--- src/rtl/divt_pkg.sv ---
package divt_pkg;

    typedef enum logic [1:0] {
        ST_IDLE = 2'd0,
        ST_ITER = 2'd1,
        ST_FIX  = 2'd2
    } div_state_e;

    localparam logic [2:0] OP_UDIV = 3'd6;
    localparam logic [2:0] OP_SDIV = 3'd7;

endpackage

--- src/rtl/divt_operand_prep.sv ---
module divt_operand_prep #(
    parameter int BYTE_W = 8
) (
    input  logic                  word_i,
    input  logic                  signed_i,
    input  logic [2*BYTE_W-1:0]   acc_lo_i,
    input  logic [2*BYTE_W-1:0]   acc_hi_i,
    input  logic [2*BYTE_W-1:0]   divisor_i,
    output logic [4*BYTE_W-1:0]   load_o,
    output logic [2*BYTE_W-1:0]   dsr_mag_o,
    output logic                  dvd_neg_o,
    output logic                  quo_neg_o,
    output logic                  dsr_zero_o
);
    localparam int W  = 2 * BYTE_W;
    localparam int D2 = 2 * W;

    logic [D2-1:0]     pair;
    logic [D2-1:0]     pair_mag;
    logic [W-1:0]      lo_mag;
    logic [BYTE_W-1:0] dsr_b;
    logic [BYTE_W-1:0] dsr_b_mag;
    logic [W-1:0]      dsr_w_mag;
    logic              dvd_sign;
    logic              dsr_sign;
    logic              dsr_neg;

    always_comb begin
        pair  = {acc_hi_i, acc_lo_i};
        dsr_b = divisor_i[BYTE_W-1:0];
        if (word_i) begin
            dvd_sign = acc_hi_i[W-1];
            dsr_sign = divisor_i[W-1];
        end else begin
            dvd_sign = acc_lo_i[W-1];
            dsr_sign = dsr_b[BYTE_W-1];
        end
        dvd_neg_o = signed_i & dvd_sign;
        dsr_neg   = signed_i & dsr_sign;
        quo_neg_o = dvd_neg_o ^ dsr_neg;

        pair_mag  = dvd_neg_o ? ({D2{1'b0}} - pair) : pair;
        lo_mag    = dvd_neg_o ? ({W{1'b0}} - acc_lo_i) : acc_lo_i;
        dsr_b_mag = dsr_neg ? ({BYTE_W{1'b0}} - dsr_b) : dsr_b;
        dsr_w_mag = dsr_neg ? ({W{1'b0}} - divisor_i) : divisor_i;

        if (word_i) begin
            load_o     = pair_mag;
            dsr_mag_o  = dsr_w_mag;
            dsr_zero_o = (divisor_i == '0);
        end else begin
            load_o     = {lo_mag, {W{1'b0}}};
            dsr_mag_o  = {{BYTE_W{1'b0}}, dsr_b_mag};
            dsr_zero_o = (dsr_b == '0);
        end
    end

endmodule

--- src/rtl/divt_restoring_core.sv ---
module divt_restoring_core #(
    parameter int BYTE_W = 8
) (
    input  logic                  clk,
    input  logic                  rst_n,
    input  logic                  load_i,
    input  logic                  step_i,
    input  logic [4*BYTE_W-1:0]   dvd_i,
    input  logic [2*BYTE_W-1:0]   dsr_i,
    output logic [4*BYTE_W-1:0]   quo_o,
    output logic [2*BYTE_W-1:0]   rem_o
);
    localparam int W  = 2 * BYTE_W;
    localparam int D2 = 2 * W;

    logic [W-1:0]  rem_q;
    logic [W-1:0]  dsr_q;
    logic [D2-1:0] quo_q;
    logic [W:0]    trial;
    logic [W:0]    diff;
    logic          fits;

    always_comb begin
        trial = {rem_q, quo_q[D2-1]};
        diff  = trial - {1'b0, dsr_q};
        fits  = (trial >= {1'b0, dsr_q});
    end

    always_ff @(posedge clk or negedge rst_n) begin
        if (!rst_n) begin
            rem_q <= '0;
            dsr_q <= '0;
            quo_q <= '0;
        end else if (load_i) begin
            rem_q <= '0;
            dsr_q <= dsr_i;
            quo_q <= dvd_i;
        end else if (step_i) begin
            rem_q <= fits ? diff[W-1:0] : trial[W-1:0];
            quo_q <= {quo_q[D2-2:0], fits};
        end
    end

    assign quo_o = quo_q;
    assign rem_o = rem_q;

    // Partial remainder stays below the divisor during every step.
    assert_partial_rem_R2: assert property (@(posedge clk) disable iff (!rst_n)
        step_i |-> (rem_q < dsr_q));

endmodule

--- src/rtl/divt_result_fix.sv ---
module divt_result_fix #(
    parameter int BYTE_W = 8
) (
    input  logic                  word_i,
    input  logic                  signed_i,
    input  logic                  dvd_neg_i,
    input  logic                  quo_neg_i,
    input  logic [4*BYTE_W-1:0]   quo_mag_i,
    input  logic [2*BYTE_W-1:0]   rem_mag_i,
    output logic [2*BYTE_W-1:0]   quotient_o,
    output logic [2*BYTE_W-1:0]   remainder_o,
    output logic                  ovf_o
);
    localparam int W  = 2 * BYTE_W;
    localparam int D2 = 2 * W;
    localparam logic [D2-1:0] LIM_B = D2'(1) << (BYTE_W - 1);
    localparam logic [D2-1:0] LIM_W = D2'(1) << (W - 1);

    logic [D2-1:0] q_signed;
    logic [W-1:0]  r_signed;
    logic [D2-1:0] lim;

    always_comb begin
        q_signed = quo_neg_i ? ({D2{1'b0}} - quo_mag_i) : quo_mag_i;
        r_signed = dvd_neg_i ? ({W{1'b0}} - rem_mag_i) : rem_mag_i;
        lim      = word_i ? LIM_W : LIM_B;

        if (signed_i)
            ovf_o = quo_neg_i ? (quo_mag_i > lim) : (quo_mag_i >= lim);
        else if (word_i)
            ovf_o = |quo_mag_i[D2-1:W];
        else
            ovf_o = |quo_mag_i[D2-1:BYTE_W];

        if (word_i) begin
            quotient_o  = q_signed[W-1:0];
            remainder_o = r_signed;
        end else begin
            quotient_o  = {{BYTE_W{1'b0}}, q_signed[BYTE_W-1:0]};
            remainder_o = {{BYTE_W{1'b0}}, r_signed[BYTE_W-1:0]};
        end
    end

endmodule

--- src/rtl/divtrap_unit.sv ---
module divtrap_unit
    import divt_pkg::*;
#(
    parameter int BYTE_W         = 8,
    parameter int COST_W         = 8,
    parameter int COST_DIV_B     = 14,
    parameter int COST_IDIV_B    = 17,
    parameter int COST_DIV_W     = 22,
    parameter int COST_IDIV_W    = 25,
    parameter int COST_MEM_EXTRA = 3
) (
    input  logic                  clk,
    input  logic                  rst_n,
    input  logic                  start,
    input  logic [2:0]            op_sel,
    input  logic                  word_mode,
    input  logic                  mem_src,
    input  logic [2*BYTE_W-1:0]   acc_lo,
    input  logic [2*BYTE_W-1:0]   acc_hi,
    input  logic [2*BYTE_W-1:0]   divisor,
    output logic                  done,
    output logic                  div_err,
    output logic [2*BYTE_W-1:0]   quotient,
    output logic [2*BYTE_W-1:0]   remainder,
    output logic [COST_W-1:0]     cost
);
    localparam int W     = 2 * BYTE_W;
    localparam int D2    = 2 * W;
    localparam int CNT_W = $clog2(D2);
    localparam logic [CNT_W-1:0] STEPS_B = CNT_W'(W - 1);
    localparam logic [CNT_W-1:0] STEPS_W = CNT_W'(D2 - 1);

    function automatic logic [COST_W-1:0] cost_of(input logic w, input logic s, input logic m);
        int c;
        c = w ? (s ? COST_IDIV_W : COST_DIV_W) : (s ? COST_IDIV_B : COST_DIV_B);
        if (m) c = c + COST_MEM_EXTRA;
        return COST_W'(c);
    endfunction

    div_state_e st_q, st_d;

    logic [CNT_W-1:0] cnt_q;
    logic             wide_q, signed_q, mem_q, dvd_neg_q, quo_neg_q;
    logic             op_ok, op_signed, accept;

    logic [D2-1:0]    load_val;
    logic [W-1:0]     dsr_mag;
    logic             dvd_neg, quo_neg, dsr_zero;
    logic [D2-1:0]    core_quo;
    logic [W-1:0]     core_rem;
    logic [W-1:0]     fix_quo, fix_rem;
    logic             fix_ovf;

    logic             done_q, err_q;
    logic [W-1:0]     quo_out_q, rem_out_q;
    logic [COST_W-1:0] cost_q;

    assign op_ok     = (op_sel == OP_UDIV) || (op_sel == OP_SDIV);
    assign op_signed = (op_sel == OP_SDIV);
    assign accept    = start && op_ok && (st_q == ST_IDLE);

    divt_operand_prep #(.BYTE_W(BYTE_W)) prep_i (
        .word_i     (word_mode),
        .signed_i   (op_signed),
        .acc_lo_i   (acc_lo),
        .acc_hi_i   (acc_hi),
        .divisor_i  (divisor),
        .load_o     (load_val),
        .dsr_mag_o  (dsr_mag),
        .dvd_neg_o  (dvd_neg),
        .quo_neg_o  (quo_neg),
        .dsr_zero_o (dsr_zero)
    );

    divt_restoring_core #(.BYTE_W(BYTE_W)) core_i (
        .clk    (clk),
        .rst_n  (rst_n),
        .load_i (accept && !dsr_zero),
        .step_i (st_q == ST_ITER),
        .dvd_i  (load_val),
        .dsr_i  (dsr_mag),
        .quo_o  (core_quo),
        .rem_o  (core_rem)
    );

    divt_result_fix #(.BYTE_W(BYTE_W)) fix_i (
        .word_i      (wide_q),
        .signed_i    (signed_q),
        .dvd_neg_i   (dvd_neg_q),
        .quo_neg_i   (quo_neg_q),
        .quo_mag_i   (core_quo),
        .rem_mag_i   (core_rem),
        .quotient_o  (fix_quo),
        .remainder_o (fix_rem),
        .ovf_o       (fix_ovf)
    );

    // Next-state selection.
    always_comb begin
        st_d = st_q;
        unique case (st_q)
            ST_IDLE: if (accept && !dsr_zero) st_d = ST_ITER;
            ST_ITER: if (cnt_q == '0)         st_d = ST_FIX;
            ST_FIX:                           st_d = ST_IDLE;
            default:                          st_d = ST_IDLE;
        endcase
    end

    // State register.
    always_ff @(posedge clk or negedge rst_n) begin
        if (!rst_n) st_q <= ST_IDLE;
        else        st_q <= st_d;
    end

    // Operation context: step counter and latched attributes.
    always_ff @(posedge clk or negedge rst_n) begin
        if (!rst_n) begin
            cnt_q     <= '0;
            wide_q    <= 1'b0;
            signed_q  <= 1'b0;
            mem_q     <= 1'b0;
            dvd_neg_q <= 1'b0;
            quo_neg_q <= 1'b0;
        end else if (accept && !dsr_zero) begin
            cnt_q     <= word_mode ? STEPS_W : STEPS_B;
            wide_q    <= word_mode;
            signed_q  <= op_signed;
            mem_q     <= mem_src;
            dvd_neg_q <= dvd_neg;
            quo_neg_q <= quo_neg;
        end else if (st_q == ST_ITER) begin
            cnt_q <= cnt_q - 1'b1;
        end
    end

    // Outputs.
    always_ff @(posedge clk or negedge rst_n) begin
        if (!rst_n) begin
            done_q    <= 1'b0;
            err_q     <= 1'b0;
            quo_out_q <= '0;
            rem_out_q <= '0;
            cost_q    <= '0;
        end else begin
            done_q <= 1'b0;
            err_q  <= 1'b0;
            unique case (st_q)
                ST_IDLE: begin
                    if (accept && dsr_zero) begin
                        err_q  <= 1'b1;
                        cost_q <= cost_of(word_mode, op_signed, mem_src);
                    end
                end
                ST_ITER: begin
                end
                ST_FIX: begin
                    done_q    <= 1'b1;
                    err_q     <= fix_ovf;
                    quo_out_q <= fix_quo;
                    rem_out_q <= fix_rem;
                    cost_q    <= cost_of(wide_q, signed_q, mem_q);
                end
                default: begin
                end
            endcase
        end
    end

    assign done      = done_q;
    assign div_err   = err_q;
    assign quotient  = quo_out_q;
    assign remainder = rem_out_q;
    assign cost      = cost_q;

    // Zero divisor traps on the next edge without a result.
    assert_zero_trap_R7: assert property (@(posedge clk) disable iff (!rst_n)
        (accept && dsr_zero) |=> (div_err && !done));

    // Done is a single-cycle pulse.
    assert_done_pulse_R11: assert property (@(posedge clk) disable iff (!rst_n)
        done |=> !done);

    // A start during a running operation leaves its context untouched.
    assert_busy_hold_R10: assert property (@(posedge clk) disable iff (!rst_n)
        (st_q != ST_IDLE && start) |=> ($stable(wide_q) && $stable(signed_q) && $stable(mem_q)));

    // Unsigned byte result without error has a quotient that fits the byte.
    assert_byte_range_R3: assert property (@(posedge clk) disable iff (!rst_n)
        (st_q == ST_FIX && !wide_q && !signed_q && !fix_ovf) |-> (core_quo[D2-1:BYTE_W] == '0));

endmodule

--- config.mk ---
export PLATFORM = sky130hd
export DESIGN_NAME = divtrap_unit
export DESIGN_NICKNAME = d
export VERILOG_FILES = /design/src/rtl/divt_pkg.sv /design/src/rtl/divt_operand_prep.sv /design/src/rtl/divt_restoring_core.sv /design/src/rtl/divt_result_fix.sv /design/src/rtl/divtrap_unit.sv
export SDC_FILE = /design/constraint.sdc
export NUM_CORES = 1
export LEC_CHECK = 0
export ABC_CLOCK_PERIOD_IN_PS = 4950
export BUFFER_PORTS_ARGS = -buffer_cell sky130_fd_sc_hd__buf_2
export CAP_MARGIN = 20
export CORE_ASPECT_RATIO = 0.8
export CORE_UTILIZATION = 35
export DETAILED_ROUTE_END_ITERATION = 8
export PLACE_DENSITY = 0.65
export SLEW_MARGIN = 40
export SYNTH_ARGS = -nofsm -noshare
export SYNTH_HDL_FRONTEND = slang
export SYNTH_SLANG_ARGS = --single-unit
--- constraint.sdc ---
create_clock -name clk -period 4.95 [get_ports clk]
set_input_delay 0.2475 -clock clk [delete_from_list [all_inputs] [get_ports clk]]
set_output_delay 0.2475 -clock clk [all_outputs]
set_load 0.1 [all_outputs]
# Yosys cells after proc, flatten, opt, wreduce, memory -nomap -nowiden
# Cells that the tools add are included.
# W data, S select, Z words.
# word_totals
ff_bits,118
latchBits,0
ram_bits,0
mem_bits_ro,0
inputBits,56
output_inout_bits,42
elab_cells,95
n_memories,0
# op_classes
add_sub_neg,10
n_mul,0
div,0
order_cmp,3
n_eq_ne,7
shifts,0
n_mux,41
n_bitwise,3
n_reduce_logical,16
# op_table
op,n
$mux W16,11
$mux W32,4
$sub A1 B16 Y16 const A,4
$mux W5,7
$ge A32 B16 Y1,1
$gt A32 B16 Y1,1
$sub A1 B32 Y32 const A,1
$reduce_or A24 Y1,1
$ge A17 B16 Y1,1
$logic_not A16 Y1,1
$mux W8,2
$pmux W8 S2,1
$reduce_or A16 Y1,1
$sub A16 B16 Y16,1
$add A5 B2 Y6 const B,2
$mux W6,2
$logic_not A8 Y1,1
$mux W1,8
$mux W4,2
$sub A1 B8 Y8 const A,1
$eq A3 B3 Y1 const B,2
$logic_not A5 Y1,1
$sub A5 B1 Y5 const B,1
$logic_and A1 B1 Y1,4
14 further kinds,19

# Longest topological paths before layout
# logic_depth
depth_word,7
ltp_mapped,12
mapped_depth_nobuf,11

# Hierarchy
# A second synthesis with hierarchy kept.
# hier_totals
hier_cells,965
area_unflattened_um2,8638.3
# by_module_without_submodules
module,n_inst,cells_each,area_per_inst_um2,seq_area_each_um2
divt_restoring_core,1,425,3852.4,1601.5
divtrap_unit,1,174,2257.2,1301.2
divt_operand_prep,1,232,1625.3,0.0
divt_result_fix,1,134,903.4,0.0

# Worst setup path before layout
# OpenSTA, ideal clock, no wires.
# synth_path
path_kind,reg-to-reg
start,"reg core_i.rem_q[5], in the netlist core_i.rem_o[5]"
end,"reg core_i.rem_q[13], in the netlist core_i.rem_o[13]"
setup_ps,133
arrival_time_ps,2214
required_ps,4817
slack_ps,2603
path_stages_with_launch,12
n_path_buf,3
synth_period_minus_slack_ps,2347
path_cell_list,dfrtp_1 > ha_1 > buf_2 > a21oi_1 > o21ai_0 > and2_1 > nor3_1 > a21boi_1 > buf_4 > buf_6 > o221ai_1 > o21ai_0
# synth_between
elab_chain_len,4
word_cells_on_any_way,5
cone_classes,add/sub: 1; order compare: 1; mux: 3
# synth_lines
item,line,rtl
"start, declared",divt_restoring_core.sv:16,logic [W-1:0] rem_q;
"start signal, assigned",divt_restoring_core.sv:39,rem_q <= fits ? diff[W-1:0] : trial[W-1:0];
$sub A16 B16 Y16 or $ge A17 B16 Y1 (tied branches),"divt_restoring_core.sv:25, divt_restoring_core.sv:26",
$mux W16 (*),divt_restoring_core.sv:39,
$mux W16 (*),divt_restoring_core.sv:38,end else if (step_i) begin
$mux W16 (*),divt_restoring_core.sv:34,end else if (load_i) begin
# Every way passes the cells marked *; elsewhere a longest branch is shown, timed or not. The select of a mux whose other input is x is not followed.
# A chain may end at the register's enable or synchronous reset.

# Final worst setup path
# layout_path
start,"reg core_i.rem_q[7], in the netlist core_i.rem_o[7]"
end,"reg core_i.rem_q[9], in the netlist core_i.rem_o[9]"
# Same word-level chain as after synthesis.

==> qor.csv <==
stage,metric,value,unit
floorplan,die height,136,um
floorplan,Die X,169,um
setup_path,crit end category,register,
setup_path,crit path DAT,3110,ps
placement,Placer Congestion,0.920,
cts,Sink Count,116,
logic_synthesis,asr flop ratio synth,1.00,
drt,Via Count,6975,
drt,First DRT Iteration DRCs,685,
floorplan,die area,22900,um2
global_routing,initial antenna violation count,0,
cts,CTS tree,done,
setup_path,Crit Path Max Fanout,14,
placement,dpl hpwl,16.2,mm
placement,IO Port Bufs,95,
sta,Fin Clk Skew,5.56,ps
floorplan,Core Area,21700,um2
global_routing,global-route wire length before repair,35.3,mm
global_routing,vias in the first global route,6229,
cts,clk buf depth,2,
sta,"Slew Viols, Final",0,
sta,slew at the pin closest to its max-slew limit,720,ps
drt,DRC Markers,0,
logic_synthesis,top_reg_cell synth,dfrtp_1,
drt,Post-DRT Antenna Nets,0,
sta,normalized max-slew margin,0.518,
sta,"Setup violations, final",0,
run,Max Cap Violations,0,
cts,clock root cell,clkbuf_16,
setup_path,WP data required,5230,ps
drt,average wire per standard cell,16.8,um
final_layout,ANT cells,0,
pwr,Pleak,0.00403,uW
outcome,status,completed,
cts,Post-CTS Resized,0,
hold_path,min-delay worst type,in2reg,
final_layout,fin nets,1078,
setup_path,CP Launch Type,register,
floorplan,Starting Density,0.359,
setup_path,worst setup path class,reg2reg,
sta,final setup TNS,0,ps
cts,Skew-Pair Late Insertion Delay,420,ps
logic_synthesis,post-synth cell types,66,
cts,CTS Buf Count,17,
final_layout,Layout area overhead,15.8,%
floorplan,io pins,98,
setup_path,Worst R2R Start,core_i.rem_o[7]$_DFFE_PN0P_,
global_routing,all-layer global routing usage,0.200,
logic_synthesis,sequential element share of the synthesized area,0.372,
placement,pre-CTS setup slack,2110,ps
logic_synthesis,Cells after Synth,915,
global_routing,"Remaining Overflow, GRT",0,
sta,endpoints failing hold,0,
sta,crit path time final,2830,ps
logic_synthesis,number of synthesized flops with an enable pin,0,
setup_path,crit path from,core_i.rem_o[7]$_DFFE_PN0P_,
cts,"CTS clk-pin slew, worst paths",50,ps
sta,Final WS setup,2120,ps
logic_synthesis,flip-flop and latch count after synthesis,116,
logic_synthesis,average size of a mapped cell,8.53,um2
cts,H-tree depth,4,
global_routing,largest net degree at the start of global routing,66,
final_layout,layout cell share with drive strength beyond 1,0.143,
logic_synthesis,Mapped Area,7800,um2
logic_synthesis,yosys warns,0,
drt,WL final,21.9,mm
drt,1st-pass router iterations,6,
sta,Max Clock Freq,0.353,GHz
floorplan,FP Rows,48,
drt,vias per cell,5.37,
sta,fin crit share,0.572,
pwr,PD cells,758,nW/um2
hold_path,hold path start,mem_src,
sta,RSZ-0062 raised after global routing,false,
pwr,Max VDD drop,308,uV
-- repair_timing --
action,4_1_cts,5_1_grt
endpoints found under the hold margin,61,0
hold buffers,1,0
buffers inserted,0,0
-- synth_stat cells, drive strengths merged, types with 3 or more instances --
cell type	instances	area, um2
or3	11	78.8
a211oi	4	30.0
a31oi	14	87.6
or4	9	75.1
a32o	4	40.0
o211ai	3	22.5
nor2b	6	37.5
nand2b	13	81.3
nor2	50	188
o21ai	89	445
nand3	35	175
nand3b	4	30.0
ha	33	413
clkbuf	28	115
o31ai	23	173
buf	22	146
xor2	52	455
and3	3	18.8
and2	4	25.0
xnor2	34	298
o22ai	13	81.3
a221oi	3	32.5
a21o	10	75.1
a21oi	54	270
inv	41	154
dfrtp	116	2900
nand4	4	25.0
o41ai	7	61.3
nand2	132	498
nor4	10	62.6
nor3	22	126
mux2i	34	340
-- cells by family (layout without fill, tap and decap cells) --
| logic type | after synthesis | in the layout | share of synthesized area |
|---|---|---|---|
| xor+xnor | 86 | 86 | 0.0965 |
| fa+ha+maj | 34 | 34 | 0.0555 |
| buf+inv | 93 | 177 | 0.0542 |
| mux | 35 | 35 | 0.0451 |
| flops | 116 | 116 | 0.372 |
| other cells | 1 | 2 | 0.000481 |
| simple gates | 308 | 308 | 0.187 |
| compound gates | 242 | 242 | 0.189 |
-- metrics by stage --
step	utilization	total power, uW	instances	area (um2)	hold WS [ps]
floorplan	-	4840	916	7810	-48.1
global placement	0.389	5600	1268	8460	398
detailed placement	0.389	5650	1268	8460	409
CTS	0.415	6830	1300	9020	84.7
global route	0.416	7340	1300	9040	147
finish	0.416	6850	1300	9040	104
-- layer usage --
layer | GRT usage | vias to the layer above | routed length [um]
met5 | 0 | - | 0
li1 | - | 3395 | -
met3 | 0.0546 | 16 | 1930
met2 | 0.242 | 295 | 7720
met4 | 0.0434 | 0 | 198
met1 | 0.333 | 3269 | 12000
-- cell type report --
class / count / area (um2)
Fill cell: 2242 / 12700
Multi-Input combinational cell: 707 / 4500
Sequential cell: 116 / 2900
Timing Repair Buffer: 103 / 544
Clock buffer: 21 / 440
Tap cell: 300 / 375
Inverter: 43 / 161
Clock inverter: 10 / 110
-- path summary, 6_finish.rpt --
kind	end	slack (ps)	cells past startpoint
max in group asynchronous	core_i.rem_o[8]$_DFFE_PN0P_	3420	3
min reg2reg	remainder[3]$_DFFE_PN0P_	470	2
min	mem_q$_DFFE_PN0P_	100	3
min in group asynchronous	remainder[2]$_DFFE_PN0P_	380	2
max reg2reg	core_i.rem_o[9]$_DFFE_PN0P_	2120	9
max	core_i.rem_o[9]$_DFFE_PN0P_	2120	9
-- critical path, cell delays in order (launching register included) --
cell	delay [ps]
dfrtp_1	470
ha_1	490
and3_1	240
nand2_1	60
a2111oi_0	320
nor3_1	140
a21boi_1	330
buf_4	330
mux2i_1	210
o21ai_0	100
-- cells in the final DEF, fill, tap and decap left out, drive strengths merged, types with 11 or more instances in the layout --
cell type	n
xnor2	34
nand2	132
a21oi	54
mux2i	34
or3	11
buf	102
a31oi	14
ha	33
dfrtp	116
clkbuf	21
nand3	35
o22ai	13
nand2b	13
xor2	52
inv	41
o31ai	23
o21ai	89
nor2	50
nor3	22
-- state kept, by name, indices dropped and copies added, names as in the netlist, 2 cells and up --
name and cells:
st_q 2, cnt_q 5, core_i.dsr_q 16, cost 6
core_i.quo_o 32, quotient 16, remainder 16, core_i.rem_o 16
-- report_power, final --
part | total (uW) | leakage [uW] | switching, uW | internal (uW)
logic | 3900 | 0.00229 | 2630 | 1260
registers | 1790 | 0.00148 | 423 | 1370
clock network | 1160 | 0.000259 | 430 | 732
(Power assumes the default switching activity.)
